==> config.mk <==
export PLATFORM = sky130hd
export DESIGN_NAME = sfo_top
export DESIGN_NICKNAME = d
export VERILOG_FILES = /design/src/rtl/sfo_pkg.sv /design/src/rtl/sfo_slot_timer.sv /design/src/rtl/sfo_block_ctr.sv /design/src/rtl/sfo_flag_stage.sv /design/src/rtl/sfo_top.sv
export SDC_FILE = /design/constraint.sdc
export NUM_CORES = 1
export LEC_CHECK = 0
export ABC_AREA = 1
export BUFFER_PORTS_ARGS = -buffer_cell sky130_fd_sc_hd__buf_4
export CORE_MARGIN = 10
export CORE_UTILIZATION = 55
export CTS_CLUSTER_DIAMETER = 80
export DETAILED_ROUTE_END_ITERATION = 8
export HOLD_SLACK_MARGIN = 0.08
export PLACE_DENSITY = 0.77
export REMOVE_ABC_BUFFERS = 1
export SYNTH_ARGS = -nofsm -noshare
export SYNTH_HDL_FRONTEND = slang
export SYNTH_HIERARCHICAL = 1
export SYNTH_SLANG_ARGS = --single-unit
==> constraint.sdc <==
create_clock -name clk -period 4.36 [get_ports clk]
set_clock_uncertainty 0.2 [all_clocks]
set_input_delay 0.218 -clock clk [delete_from_list [all_inputs] [get_ports clk]]
set_output_delay 0.218 -clock clk [all_outputs]
set_load 0.05 [all_outputs]
==> src/rtl/sfo_pkg.sv <==
// Shared types for the status-flag output sequencer.
package sfo_pkg;
    // Flags held for one subframe between capture and update.
    typedef struct packed {
        logic cs;      // channel-status bit
        logic usr;     // user bit
        logic vbit;    // validity bit
        logic err;     // parity | coding violation | not locked
        logic locked;  // receiver lock at capture time
        logic blk;     // block-start marker
    } sf_flags_t;
endpackage

==> src/rtl/sfo_slot_timer.sv <==
// Slot timer: detects the active frame-sync edge and the serial-clock
// edge that begins the last serial-clock period of a subframe.
// Assumes sck and fsync are already synchronous to clk, that the
// frame-sync edge lines up with a serial-clock rising edge, and that
// sck_per_sub is at least 2.
module sfo_slot_timer #(
    parameter int CNT_W          = 8,
    parameter bit FS_RISE_ACTIVE = 1'b1
) (
    input  logic             clk,
    input  logic             rst_n,
    input  logic             sck,
    input  logic             fsync,
    input  logic [CNT_W-1:0] sck_per_sub,
    output logic             fs_edge,
    output logic             pre_edge
);
    localparam logic [CNT_W-1:0] CNT_MAX = '1;
    localparam logic [CNT_W-1:0] ONE     = CNT_W'(1);
    localparam logic             FS_IDLE = ~FS_RISE_ACTIVE;

    logic             sck_q;
    logic             fs_q;
    logic             sck_rise;
    logic [CNT_W-1:0] cnt;

    // Delay the sampled port levels by one clock for edge detection.
    always_ff @(posedge clk) begin
        if (!rst_n) begin
            sck_q <= 1'b0;
            fs_q  <= FS_IDLE;
        end else begin
            sck_q <= sck;
            fs_q  <= fsync;
        end
    end

    assign sck_rise = sck & ~sck_q;

    // The active frame-sync polarity is chosen by a parameter.
    generate
        if (FS_RISE_ACTIVE) begin : g_rise
            assign fs_edge = fsync & ~fs_q;
        end else begin : g_fall
            assign fs_edge = ~fsync & fs_q;
        end
    endgenerate

    // Count serial-clock periods since the last frame-sync edge.
    always_ff @(posedge clk) begin
        if (!rst_n)
            cnt <= '0;
        else if (fs_edge)
            cnt <= '0;
        else if (sck_rise && cnt != CNT_MAX)
            cnt <= cnt + ONE;
    end

    // Early point: the rise that begins period sck_per_sub-1.
    assign pre_edge = sck_rise && !fs_edge && ((cnt + ONE) == (sck_per_sub - ONE));

    assert_cnt_restart_R5: assert property (@(posedge clk) disable iff (!rst_n)
        fs_edge |=> (cnt == '0));
    assert_pre_after_rise_R5: assert property (@(posedge clk) disable iff (!rst_n)
        pre_edge |=> (sck_q == 1'b1));
endmodule

==> src/rtl/sfo_block_ctr.sv <==
// Channel-status block counter: tracks the subframe index inside a
// 384-subframe block and drives the block marker. It steps once per
// committed subframe, restarts on a block-start marker and is held
// clear while the committed subframe was out of lock.
module sfo_block_ctr #(
    parameter int BLOCK_SUBS = 384,
    parameter int MARK_SUBS  = 64
) (
    input  logic clk,
    input  logic rst_n,
    input  logic step,
    input  logic locked,
    input  logic restart,
    output logic blk_out
);
    localparam int              IDX_W = $clog2(BLOCK_SUBS);
    localparam logic [IDX_W-1:0] LAST  = IDX_W'(BLOCK_SUBS - 1);
    localparam logic [IDX_W-1:0] MARK  = IDX_W'(MARK_SUBS);
    localparam logic [IDX_W-1:0] ONE   = IDX_W'(1);

    logic [IDX_W-1:0] idx;   // index the next committed subframe gets

    // Advance the index and set the marker for the subframe being committed.
    always_ff @(posedge clk) begin
        if (!rst_n) begin
            idx     <= '0;
            blk_out <= 1'b0;
        end else if (step) begin
            if (!locked) begin
                idx     <= '0;
                blk_out <= 1'b0;
            end else if (restart) begin
                idx     <= ONE;
                blk_out <= 1'b1;
            end else begin
                idx     <= (idx == LAST) ? '0 : idx + ONE;
                blk_out <= (idx < MARK);
            end
        end
    end

    assert_idx_range_R7: assert property (@(posedge clk) disable iff (!rst_n)
        idx <= LAST);
    assert_mark_window_R7: assert property (@(posedge clk) disable iff (!rst_n)
        blk_out |-> (idx >= ONE && idx <= MARK));
    assert_restart_R8: assert property (@(posedge clk) disable iff (!rst_n)
        (step && locked && restart) |=> (blk_out && idx == ONE));
    assert_unlock_clear_R9: assert property (@(posedge clk) disable iff (!rst_n)
        (step && !locked) |=> (!blk_out && idx == '0));
endmodule

==> src/rtl/sfo_flag_stage.sv <==
// Flag stage: captures a subframe's flags into a pending register on
// the load pulse. It moves the status bits and the error flags to
// their output registers at separately scheduled update points.
// Assumes a load does not fall in the same cycle as an update.
module sfo_flag_stage
    import sfo_pkg::*;
(
    input  logic      clk,
    input  logic      rst_n,
    input  logic      load,
    input  sf_flags_t flags_in,
    input  logic      upd_status,
    input  logic      upd_err,
    output sf_flags_t pend,
    output logic      cs_out,
    output logic      usr_out,
    output logic      verr_out,
    output logic      err_out
);
    // Hold the latest subframe's flags until they are committed.
    always_ff @(posedge clk) begin
        if (!rst_n)
            pend <= '0;
        else if (load)
            pend <= flags_in;
    end

    // Commit channel-status and user bits at the status update point.
    always_ff @(posedge clk) begin
        if (!rst_n) begin
            cs_out  <= 1'b0;
            usr_out <= 1'b0;
        end else if (upd_status) begin
            cs_out  <= pend.cs;
            usr_out <= pend.usr;
        end
    end

    // Commit error flags at the frame-sync edge.
    always_ff @(posedge clk) begin
        if (!rst_n) begin
            err_out  <= 1'b0;
            verr_out <= 1'b0;
        end else if (upd_err) begin
            err_out  <= pend.err;
            verr_out <= pend.err | pend.vbit;
        end
    end

    assert_err_implies_verr_R3: assert property (@(posedge clk) disable iff (!rst_n)
        err_out |-> verr_out);
    assert_err_timing_R4: assert property (@(posedge clk) disable iff (!rst_n)
        !$stable(err_out) |-> $past(upd_err));
    assert_verr_timing_R4: assert property (@(posedge clk) disable iff (!rst_n)
        !$stable(verr_out) |-> $past(upd_err));
    assert_cs_timing_R1: assert property (@(posedge clk) disable iff (!rst_n)
        !$stable(cs_out) |-> $past(upd_status));
endmodule

==> src/rtl/sfo_top.sv <==
// Status-flag output sequencer top. It combines the error sources,
// selects the status update point from the port format, and wires the
// slot timer, flag stage and block counter together.
module sfo_top
    import sfo_pkg::*;
#(
    parameter int CNT_W          = 8,
    parameter bit FS_RISE_ACTIVE = 1'b1,
    parameter int BLOCK_SUBS     = 384,
    parameter int MARK_SUBS      = 64
) (
    input  logic             clk,
    input  logic             rst_n,
    input  logic             sck,
    input  logic             fsync,
    input  logic             i2s_mode,
    input  logic [CNT_W-1:0] sck_per_sub,
    input  logic             sf_load,
    input  logic             sf_cs,
    input  logic             sf_usr,
    input  logic             sf_vbit,
    input  logic             sf_par_err,
    input  logic             sf_code_err,
    input  logic             sf_locked,
    input  logic             sf_blk_start,
    output logic             cs_out,
    output logic             usr_out,
    output logic             blk_out,
    output logic             verr_out,
    output logic             err_out
);
    logic      fs_edge;
    logic      pre_edge;
    logic      upd_status;
    sf_flags_t flags_in;
    sf_flags_t pend;

    // Pack the incoming flags and fold the three error sources together.
    always_comb begin
        flags_in.cs     = sf_cs;
        flags_in.usr    = sf_usr;
        flags_in.vbit   = sf_vbit;
        flags_in.err    = sf_par_err | sf_code_err | ~sf_locked;
        flags_in.locked = sf_locked;
        flags_in.blk    = sf_blk_start;
    end

    // I2S formats update status on the edge; the others one period early.
    assign upd_status = i2s_mode ? fs_edge : pre_edge;

    sfo_slot_timer #(
        .CNT_W          (CNT_W),
        .FS_RISE_ACTIVE (FS_RISE_ACTIVE)
    ) u_timer (
        .clk         (clk),
        .rst_n       (rst_n),
        .sck         (sck),
        .fsync       (fsync),
        .sck_per_sub (sck_per_sub),
        .fs_edge     (fs_edge),
        .pre_edge    (pre_edge)
    );

    sfo_flag_stage u_flags (
        .clk        (clk),
        .rst_n      (rst_n),
        .load       (sf_load),
        .flags_in   (flags_in),
        .upd_status (upd_status),
        .upd_err    (fs_edge),
        .pend       (pend),
        .cs_out     (cs_out),
        .usr_out    (usr_out),
        .verr_out   (verr_out),
        .err_out    (err_out)
    );

    sfo_block_ctr #(
        .BLOCK_SUBS (BLOCK_SUBS),
        .MARK_SUBS  (MARK_SUBS)
    ) u_block (
        .clk     (clk),
        .rst_n   (rst_n),
        .step    (upd_status),
        .locked  (pend.locked),
        .restart (pend.blk),
        .blk_out (blk_out)
    );

    assert_i2s_on_edge_R6: assert property (@(posedge clk) disable iff (!rst_n)
        (!$stable(cs_out) && $past(i2s_mode)) |-> $past(fs_edge));
    assert_std_before_edge_R5: assert property (@(posedge clk) disable iff (!rst_n)
        (!$stable(blk_out) && !$past(i2s_mode)) |-> $past(pre_edge));
endmodule

=== After elaboration in Yosys (flattened, before gate mapping) ===
Cells that the tools add are included.
W data, S select, Z words.

* Register bits: 30
* Input port bits: 21
* Output and inout port bits: 5

* $add $sub $neg: 3
* Magnitude comparators: 1
* Eq/ne operators: 3
* Mux-type cells: 6
* Bitwise gates (word level): 9
* Reduce and logical (&&, ||, !) cells: 5

{| class="wikitable"
|+ Operators by type and width
! cell !! number
|-
| $mux W9 || 3
|-
| $add A9 B1 Y9 const B || 1
|-
| $eq A9 B9 Y1 const B || 1
|-
| $lt A9 B7 Y1 const B || 1
|-
| $add A8 B1 Y8 const B || 1
|-
| $eq A8 B8 Y1 || 1
|-
| $ne A8 B8 Y1 const B || 1
|-
| $sub A8 B1 Y8 const B || 1
|-
| $not A1 Y1 || 4
|-
| $logic_and A1 B1 Y1 || 3
|-
| $mux W1 || 3
|-
| $or A1 B1 Y1 || 3
|-
| $and A1 B1 Y1 || 2
|-
| $reduce_or A2 Y1 || 1
|-
| $logic_not A1 Y1 || 1
|}

=== Logic depth before layout (Yosys ltp) ===
Gate-level depths: netlist (run 1).

* Depth after elaboration: 6
* Depth in mapped cells: 20
* Depth with buffers taken out: 19

=== Hierarchy ===
Netlist (run 1), hierarchy kept.

{| class="wikitable"
|+ Modules (own cells, without submodules)
! module !! instances !! cells each !! area an instance (um^2) !! seq. area each (um^2)
|-
| sfo_slot_timer || 1 || 164 || 912.1 || 200.2
|-
| sfo_block_ctr || 1 || 73 || 560.5 || 200.2
|-
| sfo_flag_stage || 1 || 44 || 339.1 || 200.2
|-
| sfo_top || 1 || 6 || 22.5 || 0.0
|}

=== Worst setup path before layout (run 1) ===
OpenSTA, ideal clock, no wires.

* Kind: register -> register
* Start: register u_timer.cnt[0]
* End: register u_block.idx[7]
* Data arrival time: 2.027 ns
* Slack: 2.018 ns
* Cell stages (with the launch flop): 18
* Path buffers: 1
* Period minus slack after synthesis: 2.342 ns
* Path through: dfxtp_1 > ha_1 > nand3_4 > o21ai_0 > nand2_1 > nand2_1 > nand2_1 > nor2_1 > nand2_1 > nor2_1 > nand2_1 > nand2_1 > buf_6 > nand2_2 > nor2_4 > nand4_2 > xor2_1 > nor2_2

* Cells in the longest elaborated chain, start to end: 4

{| class="wikitable"
|+ Ends and longest elaborated chain
! item !! line !! text
|-
| from (decl) || sfo_slot_timer.sv:25 || <nowiki>logic [CNT_W-1:0] cnt;</nowiki>
|-
| from (signal assigned) || sfo_slot_timer.sv:56 || <nowiki>cnt <= cnt + ONE;</nowiki>
|-
| $add A8 B1 Y8 || sfo_slot_timer.sv:60 || <nowiki>assign pre_edge = sck_rise && !fs_edge && ((cnt + ONE) == (sck_per_sub - ONE));</nowiki>
|-
| $eq A8 B8 Y1 || sfo_slot_timer.sv:60 ||
|-
| $logic_and A1 B1 Y1 || sfo_slot_timer.sv:60 ||
|-
| via pre_edge || sfo_top.sv:33 || <nowiki>logic pre_edge;</nowiki>
|-
| $mux W1 || sfo_top.sv:49 || <nowiki>assign upd_status = i2s_mode ? fs_edge : pre_edge;</nowiki>
|-
| via upd_status || sfo_top.sv:34 || <nowiki>logic upd_status;</nowiki>
|-
| to (signal assigned) || sfo_block_ctr.sv:36 || <nowiki>idx <= (idx == LAST) ? '0 : idx + ONE;</nowiki>
|-
| to (decl) || sfo_block_ctr.sv:21 || <nowiki>logic [IDX_W-1:0] idx;</nowiki>
|}

The timed path passes the listed nets, and every way through them passes these cells.
A chain may end at the register's enable or synchronous reset.

==> impl_metrics.env, run 1 <==
export IMPL_nets=364
export IMPL_critPathSlowestCell="dlygate4sd3_1"
export IMPL_critPathMaxStageDelay_ps=580
export IMPL_critPathLaunchType="primary input"
export IMPL_layout_common_cells="nand2_1, nor2_1, inv_1"
export IMPL_worstSetupPathType="in -> reg"
export IMPL_netlist_top_cell_by_area="dfxtp_1"
export IMPL_hold_depth=2
export IMPL_wl_mm=4.737
export IMPL_htreeDepth=2
export IMPL_num_io_pins=26
export IMPL_grt_max_degree=16
export IMPL_rr_startpoint="u_timer/cnt[0]$_SDFFE_PP0P_"
export IMPL_initial_utilization=0.5864
export IMPL_drtIter0Drc=150
export IMPL_holdPathEnd="u_block/blk_out$_SDFFE_PN0P_"
export IMPL_row_count=20
export IMPL_post_drt_wl_per_cell_um=12.30
export IMPL_yosysSeqAreaShare=0.3274
export IMPL_use_met2=0.2612
export IMPL_final_common_cell="nand2_1"
export IMPL_num_vias=1940
export IMPL_grt_usage=0.1527
export IMPL_ys_warn_count=6
export IMPL_cts_tree="built"
export IMPL_cts_sinks=30
export IMPL_syn_area_mm2=0.001834
export IMPL_max_freq_ghz=0.3535
export IMPL_worstPathRequired_ps=4380
export IMPL_yosys_top_cells_area="dfxtp_1, nand2_1, nor2_1"
export IMPL_grt_pass1_vias=1805
export IMPL_finalHoldViolCount=0
export IMPL_setup_violations=0
export IMPL_leakage_nw=1.168
export IMPL_viasPerCell=5.039
export IMPL_place_ws_ps=1535
export IMPL_crit_path_end_kind="flop"
export IMPL_min_period_ps=2829
export IMPL_min_delay_start="u_block/blk_out$_SDFFE_PN0P_"
export IMPL_ir_drop_mv=0.1688
export IMPL_cpMostUsedCell="dlygate4sd3_1"
export IMPL_finalInstanceArea_mm2=0.002397
export IMPL_grt_setup_unrepaired="false"
export IMPL_slew_headroom=0.7158
export IMPL_insertedDiodeCount=0
export IMPL_status="complete, no violations"
export IMPL_die_w_um=77.75
export IMPL_r2r_end="u_block/idx[5]$_SDFFE_PN0P_"
export IMPL_crit_family="buffers and inverters"
export IMPL_path_buf_inv=5
export IMPL_worst_pin_slew_ps=425.3
export IMPL_grt_met3_usage=0.04378
export IMPL_area_delta_synth_final_pct=30.70
export IMPL_fin_setup_tns_ps=0
export IMPL_drc=0
export IMPL_synth_top_area_frac=0.3274
export IMPL_syn_mean_instance_area_um2=6.391
export IMPL_drv_cap=0
export IMPL_holdWs_ps=279.1
export IMPL_power_density_mw_per_mm2=296.5
export IMPL_cp_cell_sequence="dlygate4sd3_1 > buf_4 > nor2_1 > dlygate4sd3_1 > nand2_1 > nor2_1 > dlygate4sd3_1 > nor2_1 > dlygate4sd3_1"
export IMPL_grt_busiest_layer="met2"
export IMPL_numCtsBuffers=5
export IMPL_crit_arrival_ps=2850
export IMPL_hp_class="reg -> reg"
export IMPL_grt_overflow=0
export IMPL_fin_crit_sh=0.6488
export IMPL_r2r_cells=18
export IMPL_setup_ws_ps=1531
export IMPL_clock_path_buffers=2
export IMPL_die_y_um=77.75
export IMPL_grt_antenna_before_repair=0
export IMPL_syn_inst=287
export IMPL_drive_gt1_frac=0.1613
export IMPL_cts_root_buf="clkbuf_4"
export IMPL_ys_types=25
export IMPL_first_pass_iters=4
export IMPL_gp_congestion=0.8906
export IMPL_globalRouteMet1Util=0.1752
export IMPL_place_area_mm2=0.002066
export IMPL_clk_latency_ps=330
export IMPL_drv_slew=0
export IMPL_reg2reg_slack_ps=1570
export IMPL_die_area_mm2=0.006045
export IMPL_core_area_mm2=0.003128
export IMPL_port_buffer_count=25
export IMPL_ant_nets=0
export IMPL_grt_pass1_wl_mm=7.769
export IMPL_clkTransAtPathRegs_ps=100
export IMPL_hpwl_mm=3.066
export IMPL_ys_ff_latch=30
export IMPL_cp_max_fo=1
## worst register-to-register path: stages, from the launching register on
cell	delay (ps)
dfxtp_1	430
ha_1	280
nand2_1	90
inv_1	60
nor2_1	50
nand2_1	60
nand2_1	40
nor2_1	140
nand3_1	110
nor2_1	120
nand2_1	60
nor2_1	80
nand2_1	60
nand2_1	320
nand2_2	110
nor2_4	160
nand2_1	80
xor2_1	180
nor2_2	50
## per-stage QoR
step | cells | power, mW | util
2_1_floorplan | 286 | 0.3634 | -
3_3_place_gp | 355 | 0.3991 | 0.6604
3_5_place_dp | 355 | 0.4008 | 0.6604
4_1_cts | 385 | 0.7068 | 0.7664
5_1_grt | 385 | 0.7398 | 0.7664
6_report | 385 | 0.7108 | 0.7664
## how the worst max path moves through the flow
stage	from	endpoint	slack [ps]	cells after the start
final	sf_par_err	u_flags/pend[2]$_SDFFE_PN0P_	1530	9
after CTS	u_timer/cnt[0]$_SDFFE_PP0P_	u_block/idx[5]$_SDFFE_PN0P_	1590	18
after detailed placement	sck_per_sub[0]	u_block/idx[5]$_SDFFE_PN0P_	1530	20
after global routing	u_timer/cnt[0]$_SDFFE_PP0P_	u_block/idx[5]$_SDFFE_PN0P_	1380	18
after global placement	sck_per_sub[0]	u_block/idx[7]$_SDFFE_PN0P_	1640	20
after floorplan	u_timer/cnt[0]$_SDFFE_PP0P_	u_block/idx[7]$_SDFFE_PN0P_	1950	16
## flip-flops by register name, summed over array words and instances, names as in the netlist
name and flops:
u_timer/fs_q 1, u_timer/cnt 8, u_timer/sck_q 1, u_flags/verr_out 1, u_block/idx 9, u_flags/pend 6
u_flags/cs_out 1, u_block/blk_out 1, u_flags/err_out 1, u_flags/usr_out 1
## routing by layer
layer	part of all wire	vias up
met5	0	-
met2	0.49	59
li1	-	996
met4	0.024	0
met1	0.43	871
met3	0.054	14
## cells by family after synthesis
logic type      synth area share
simple gates              0.4004
buf+inv                  0.09550
compound gates            0.1030
flops                     0.3274
xor+xnor                 0.04775
fa+ha+maj                0.02047
mux                     0.005457
## final cells by class
class / count / area (um2)
clock buffers: 6 / 51.30
repair buffers: 47 / 407.9
multi-input cells: 213 / 1059
clock inverters: 2 / 60.06
inverters: 43 / 163.9
flip-flops and latches: 30 / 600.6
fillers: 243 / 730.7
well taps: 44 / 55.05
## Yosys cell counts, drive strengths merged
library cell  number
buf                1
nand2             89
a21oi             15
o21ai             19
ha                 3
nand4              3
nand3b             1
dfxtp             30
xor2               9
nor3               6
o21bai             1
xnor2              1
nor2              54
nand3             11
inv               43
mux2i              1
## timing repair
action                    CTS  global route
hold buffers               22             0
hold endpoints to repair   18             0
buffers inserted            0             0
gates resized for setup     0             0
## report_power, final
| part | switching (mW) | internal [mW] |
|---|---|---|
| clock | 0.0996 | 0.194 |
| sequential | 0.00964 | 0.285 |
| combinational | 0.0695 | 0.0524 |
| total | 0.179 | 0.532 |
Power figures use the tool's default switching activity.
==> run 2, diff against run 1 <==
ABC_AREA = 0   (was 1)
CORE_UTILIZATION = 50   (was 55)
PLACE_DENSITY = 0.75   (was 0.77)
clock period = 2.48 ns   (was 4.36 ns; I/O delays follow)
==> run 2 against run 1 <==
The run now ends with setup timing left; via count shrank 15%; synthesized cell count shrank 39%; die area shrank 0.21%; combinational power grew 77%; critical path depth grew 1.
==> impl_metrics.env, run 2 <==
export IMPL_yosysSeqAreaShare=0.3612
export IMPL_r2r_end="u_block/idx[8]$_SDFFE_PN0P_"
export IMPL_row_count=20
export IMPL_r2r_cells=10
export IMPL_cts_root_buf="clkbuf_4"
export IMPL_ys_ff_latch=30
export IMPL_nets=273
export IMPL_rr_startpoint="u_timer/cnt[0]$_SDFFE_PP0P_"
export IMPL_cts_sinks=30
export IMPL_cp_cell_sequence="ha_4 > nand3_4 > xnor2_2 > xnor2_1 > o2111ai_2 > nor4_2 > mux2_4 > nand4_1 > or3_1 > a221oi_2"
export IMPL_power_density_mw_per_mm2=410.7
export IMPL_worstSetupPathType="reg -> reg"
export IMPL_area_delta_synth_final_pct=52.75
export IMPL_place_ws_ps=-231.6
export IMPL_clkTransAtPathRegs_ps=100
export IMPL_grt_antenna_before_repair=0
export IMPL_max_freq_ghz=0.3820
export IMPL_setup_ws_ps=-137.5
export IMPL_gp_congestion=0.9135
export IMPL_viasPerCell=5.639
export IMPL_post_drt_wl_per_cell_um=17.73
export IMPL_leakage_nw=0.9998
export IMPL_synth_top_area_frac=0.3612
export IMPL_clk_latency_ps=340
export IMPL_seqPwrFrac=0.484
export IMPL_drc=0
export IMPL_critPathLaunchType="flop"
export IMPL_final_cells=294
export IMPL_first_pass_iters=4
export IMPL_numCtsBuffers=5
export IMPL_drv_cap=0
export IMPL_drv_slew=0
export IMPL_synth_ff_type="dfxtp_1"
export IMPL_yosysMostFrequentCell="dfxtp_1"
export IMPL_ys_warn_count=6
export IMPL_netlist_top_cell_by_area="dfxtp_1"
export IMPL_num_io_pins=26
export IMPL_insertedDiodeCount=0
export IMPL_path_buf_inv=0
export IMPL_cts_tree="built"
export IMPL_fin_setup_tns_ps=-885.7
export IMPL_min_delay_start="sck"
export IMPL_async_reset_ff_frac=0
export IMPL_clock_path_buffers=2
export IMPL_min_period_ps=2617
export IMPL_syn_area_mm2=0.001663
export IMPL_cp_max_fo=3
export IMPL_top_register="u_block/idx"
export IMPL_ant_nets=0
export IMPL_initial_utilization=0.5316
export IMPL_final_util=0.8120
export IMPL_htreeDepth=2
export IMPL_reg_top3="u_block/idx (9), u_timer/cnt (8), u_flags/pend (6)"
export IMPL_grt_max_degree=21
export IMPL_wl_mm=5.212
export IMPL_hold_depth=5
export IMPL_die_area_mm2=0.006033
export IMPL_crit_family="simple AND/OR/NAND/NOR gates"
export IMPL_holdPathEnd="u_timer/cnt[7]$_SDFFE_PP0P_"
export IMPL_setup_violations=9
export IMPL_hpwl_mm=3.033
export IMPL_reg2reg_slack_ps=-140
export IMPL_core_area_mm2=0.003128
export IMPL_ys_types=43
export IMPL_internal_power_uw=747.3
export IMPL_finalHoldViolCount=0
export IMPL_placed_cells=258
export IMPL_hp_class="in -> reg"
export IMPL_yosys_top_cells_area="dfxtp_1, xnor2_1, mux2i_1"
export IMPL_drive_gt1_frac=0.3600
export IMPL_p_clk_frac=0.309
export IMPL_critPathSlowestCell="dfxtp_4"
export IMPL_grt_setup_unrepaired="true"
export IMPL_failed_checks="setup timing"
export IMPL_grt_usage=0.1589
export IMPL_port_buffer_count=25
export IMPL_grt_pass1_wl_mm=7.803
export IMPL_syn_mean_instance_area_um2=9.557
export IMPL_crit_path_end_kind="flop"
export IMPL_fill_cells=169
export IMPL_largest_register_ffs=9
export IMPL_comb_power_share=0.207
export IMPL_final_common_cell="buf_4"
export IMPL_status="complete, but fails checks"
export IMPL_worst_pin_slew_ps=549.0
export IMPL_ys_top_cells_by_count="dfxtp_1, nand2_1, xnor2_1"
export IMPL_die_w_um=77.67
export IMPL_fin_crit_sh=1.055
export IMPL_slew_headroom=0.6308
export IMPL_crit_arrival_ps=2670
export IMPL_num_vias=1658
export IMPL_grt_pass1_vias=1653
export IMPL_worstPathRequired_ps=2540
export IMPL_drtIter0Drc=223
export IMPL_critPathMaxStageDelay_ps=390
export IMPL_synth_edf_count=0
export IMPL_ir_drop_mv=0.4206
export IMPL_syn_inst=174
export IMPL_die_y_um=77.67
export IMPL_grt_overflow=0
export IMPL_netSwitchingFraction=0.2837
export IMPL_layout_common_cells="buf_4, dfxtp_1, dlygate4sd3_1"
export IMPL_p_sw_uw=296.0
## run 2: cell type report
class	count	area [um2]	area share
Tap cell	44	55.05	0.02167
Inverter	6	27.53	0.01084
Sequential cell	30	606.8	0.2389
Timing Repair Buffer	70	614.3	0.2419
Multi-Input combinational cell	136	1172	0.4616
Clock inverter	2	12.51	0.004926
Clock buffer	6	51.30	0.02020
## run 2: logic make-up after synthesis
family                   Yosys count  synth area share
AND/OR/NAND/NOR                   69            0.2461
flip-flops                        30            0.3612
AO/OA/AOI/OAI                     29            0.1324
XOR/XNOR                          23            0.1377
multiplexers                      12           0.07299
buffers and inverters              8           0.02709
adder cells (fa/ha/maj)            3           0.02258
## run 2: routing by layer
layer	global-route usage	vias up	routed length, um
li1	-	780	-
met1	0.1755	801	2140
met2	0.2736	60	2642
met3	0.05300	17	294
met4	0.06387	0	135
met5	0	-	0
## run 2: worst register-to-register path, delay by kind of cell (launching register included)
kind	cells	cell delay, ps
and+or+nand+nor	4	850
xor gates and xnor gates	2	350
adders and majority gates	1	160
DFF	1	390
muxes	1	210
AOI/OAI and AO/OA	2	370
## run 2: timing repair
action                     in CTS  in global routing
buffers inserted                1                  4
hold endpoints to repair       15                  1
setup endpoints to repair       8                 13
pin swaps                       6                  7
gates resized for setup        17                 24
hold buffers                   23                  1
## run 2: stage by stage
stage / hold slack (ps) / area [um2] / power (mW)
6_report: 230.5 / 2540 / 1.043
5_1_grt: 247.3 / 2540 / 1.079
4_1_cts: 166.9 / 2386 / 1.014
3_5_place_dp: 143.3 / 2011 / 0.6638
3_3_place_gp: 134.8 / 2011 / 0.6577
2_1_floorplan: 45.71 / 1640 / 0.5960
## run 2: worst max path at each step
stage,start,to,slack [ps],depth (start not counted)
2_1_floorplan,u_timer/cnt[0]$_SDFFE_PP0P_,u_block/idx[8]$_SDFFE_PN0P_,-350,10
6_report,u_timer/cnt[0]$_SDFFE_PP0P_,u_block/idx[8]$_SDFFE_PN0P_,-140,10
3_5_place_dp,u_timer/cnt[0]$_SDFFE_PP0P_,u_block/idx[5]$_SDFFE_PN0P_,-230,10
4_1_cts,u_timer/cnt[0]$_SDFFE_PP0P_,u_block/idx[5]$_SDFFE_PN0P_,-90,10
5_1_grt,u_timer/cnt[0]$_SDFFE_PP0P_,u_block/idx[0]$_SDFFE_PN0P_,-270,12
3_3_place_gp,u_timer/cnt[0]$_SDFFE_PP0P_,u_block/idx[8]$_SDFFE_PN0P_,-20,10
## run 2: power groups by stage
stage | clock, mW | sequential [mW] | combinational, mW
after floorplan | 0 | 0.524 | 0.0723
after global placement | 0 | 0.513 | 0.145
after detailed placement | 0 | 0.514 | 0.150
after CTS | 0.321 | 0.504 | 0.189
after global routing | 0.345 | 0.506 | 0.228
final | 0.322 | 0.505 | 0.216
==> run 3, diff against run 2 <==
CELL_PAD_IN_SITES_DETAIL_PLACEMENT = 0   (was default)
CELL_PAD_IN_SITES_GLOBAL_PLACEMENT = 1   (was default)
CORE_UTILIZATION = 38   (was 50)
CTS_CLUSTER_SIZE = 8   (was default)
PLACE_DENSITY = default   (was 0.75)
PLACE_DENSITY_LB_ADDON = 0.1   (was default)
==> run 3 against run 2 <==
The run still ends with setup timing left; hold slack worse by 130 ps; global-route usage down 3.9 points; register-to-register slack about the same; sequential share of layout area up 1.0 points; sequential power about the same; clock-buffer cell count up 1; non-clock buffer count down 2; clock power up 27%; combinational power down 12%; first-iteration DRC count down 74%; design area down 4.1%.
==> impl_metrics.env, run 3 (same netlist as run 2, synthesis figures left out) <==
export IMPL_cts_sinks=30
export IMPL_grt_pass1_vias=1625
export IMPL_critPathLaunchType="flop"
export IMPL_grt_max_degree=21
export IMPL_drv_cap=0
export IMPL_placed_cells=265
export IMPL_drive_gt1_frac=0.2984
export IMPL_grt_overflow=0
export IMPL_cts_tree="built"
export IMPL_core_area_mm2=0.004115
export IMPL_crit_arrival_ps=2610
export IMPL_grt_setup_unrepaired="true"
export IMPL_worstSetupPathType="reg -> reg"
export IMPL_drc=0
export IMPL_failed_checks="setup timing"
export IMPL_initial_utilization=0.4041
export IMPL_holdPathEnd="u_flags/verr_out$_SDFFE_PN0P_"
export IMPL_fin_setup_tns_ps=-285.2
export IMPL_status="complete, but fails checks"
export IMPL_first_pass_iters=4
export IMPL_slew_headroom=0.5987
export IMPL_ant_nets=0
export IMPL_numCtsBuffers=5
export IMPL_grt_usage=0.1204
export IMPL_htreeDepth=2
export IMPL_setup_violations=3
export IMPL_min_period_ps=2615
export IMPL_area_delta_synth_final_pct=46.50
export IMPL_rr_startpoint="u_timer/cnt[0]$_SDFFE_PP0P_"
export IMPL_setup_ws_ps=-134.7
export IMPL_port_buffer_count=25
export IMPL_p_clk_frac=0.371
export IMPL_min_delay_start="fsync"
export IMPL_row_count=23
export IMPL_power_density_mw_per_mm2=452.9
export IMPL_leakage_nw=0.9669
export IMPL_worstPathRequired_ps=2470
export IMPL_drv_slew=0
export IMPL_max_freq_ghz=0.3824
export IMPL_hpwl_mm=3.054
export IMPL_seqPwrFrac=0.457
export IMPL_die_y_um=86.15
export IMPL_drtIter0Drc=58
export IMPL_viasPerCell=5.181
export IMPL_clkTransAtPathRegs_ps=70
export IMPL_die_w_um=86.15
export IMPL_num_vias=1544
export IMPL_layout_common_cells="buf_4, dfxtp_1, dlygate4sd3_1"
export IMPL_clock_path_buffers=2
export IMPL_insertedDiodeCount=0
export IMPL_grt_pass1_wl_mm=7.279
export IMPL_fill_cells=382
export IMPL_hp_class="in -> reg"
export IMPL_num_io_pins=26
export IMPL_r2r_end="u_block/idx[5]$_SDFFE_PN0P_"
export IMPL_worst_pin_slew_ps=599.9
export IMPL_netSwitchingFraction=0.2535
export IMPL_fin_crit_sh=1.054
export IMPL_grt_antenna_before_repair=0
export IMPL_largest_register_ffs=9
export IMPL_comb_power_share=0.172
export IMPL_post_drt_wl_per_cell_um=14.13
export IMPL_gp_congestion=0.9307
export IMPL_p_sw_uw=279.7
export IMPL_cts_root_buf="clkbuf_8"
export IMPL_final_cells=298
export IMPL_top_register="u_block/idx"
export IMPL_final_common_cell="buf_4"
export IMPL_holdWs_ps=96.59
export IMPL_cp_max_fo=4
export IMPL_internal_power_uw=823.7
export IMPL_hold_depth=4
export IMPL_r2r_cells=10
export IMPL_nets=271
export IMPL_wl_mm=4.210
export IMPL_clk_latency_ps=290
export IMPL_place_ws_ps=-318.2
export IMPL_ir_drop_mv=0.4248
export IMPL_die_area_mm2=0.007422
export IMPL_fin_total_pwr_mw=1.103
export IMPL_crit_start="u_timer/cnt[0]$_SDFFE_PP0P_"
export IMPL_finalHoldViolCount=0
export IMPL_crit_path_end_kind="flop"
export IMPL_reg2reg_slack_ps=-130
export IMPL_reg_top3="u_block/idx (9), u_timer/cnt (8), u_flags/pend (6)"
[run 3: cell types whose count changed in the layout (fill, tap and decap cells not counted), moves of 2 or more]
cell	change
clkbuf_4	-5
clkbuf_8	+5
buf_4	+3
buf_6	-3
nand3_1	+3
xnor2_1	+3
a21oi_1	+2
a21oi_2	-2
mux2i_1	+2
mux2i_2	-2
nand2_1	+2
nand3_2	-2
xnor2_2	-2
[run 3: cell type report]
cell class,count,area [um2],area share
tap,50,62.56,0.02568
multi-input combinational,136,1085,0.4453
sequential,30,606.8,0.2491
inverter,6,22.52,0.009245
clock inverter,1,5.005,0.002054
timing repair buffer,68,568.0,0.2332
clock buffer,7,86.33,0.03544
[run 3: worst max-delay path, cell delays in order (launching register included)]
cell	delay, ps
dfxtp_4	370
ha_4	150
nand3_4	100
xnor2_2	150
xnor2_1	160
o2111ai_1	150
nor4_2	260
mux2_4	220
nand4_1	120
or3_1	360
a221oi_2	260
[run 3: power groups by stage]
stage	registers (mW)	logic, mW	clock network [mW]
after CTS	0.504	0.187	0.417
after floorplan	0.524	0.0723	0
final	0.505	0.190	0.409
after global placement	0.514	0.148	0
after global routing	0.507	0.207	0.441
after detailed placement	0.514	0.150	0
[run 3: routing by layer]
metal	track usage	vias to the layer above	wire [um]
li1	-	780	-
met1	0.1319	729	1915
met2	0.2022	28	2043
met3	0.03784	7	188
met4	0.06437	0	63
met5	0	-	0
[run 3: repair_timing]
item / in CTS / in global routing
pin swaps: 6 / 1
gates resized for setup: 13 / 4
hold buffers: 23 / 1
hold endpoints to repair: 15 / 1
setup endpoints to repair: 12 / 13
buffers inserted: 2 / 1
[run 3: worst max-delay path by stage]
stage                     cells after the start                     endpoint  slack (ps)
after floorplan                              10  u_block/idx[8]$_SDFFE_PN0P_        -350
after global placement                       10  u_block/idx[8]$_SDFFE_PN0P_         -90
after detailed placement                     10  u_block/idx[5]$_SDFFE_PN0P_        -320
after CTS                                    10  u_block/idx[5]$_SDFFE_PN0P_        -150
after global routing                         10  u_block/idx[5]$_SDFFE_PN0P_        -300
final                                        10  u_block/idx[5]$_SDFFE_PN0P_        -130
[run 3: per-stage QoR]
stage                     instance area, um2    util
after floorplan                         1640       -
final                                   2436  0.5920
after global placement                  2026  0.4922
after detailed placement                2026  0.4922
after CTS                               2416  0.5871
after global routing                    2436  0.5920
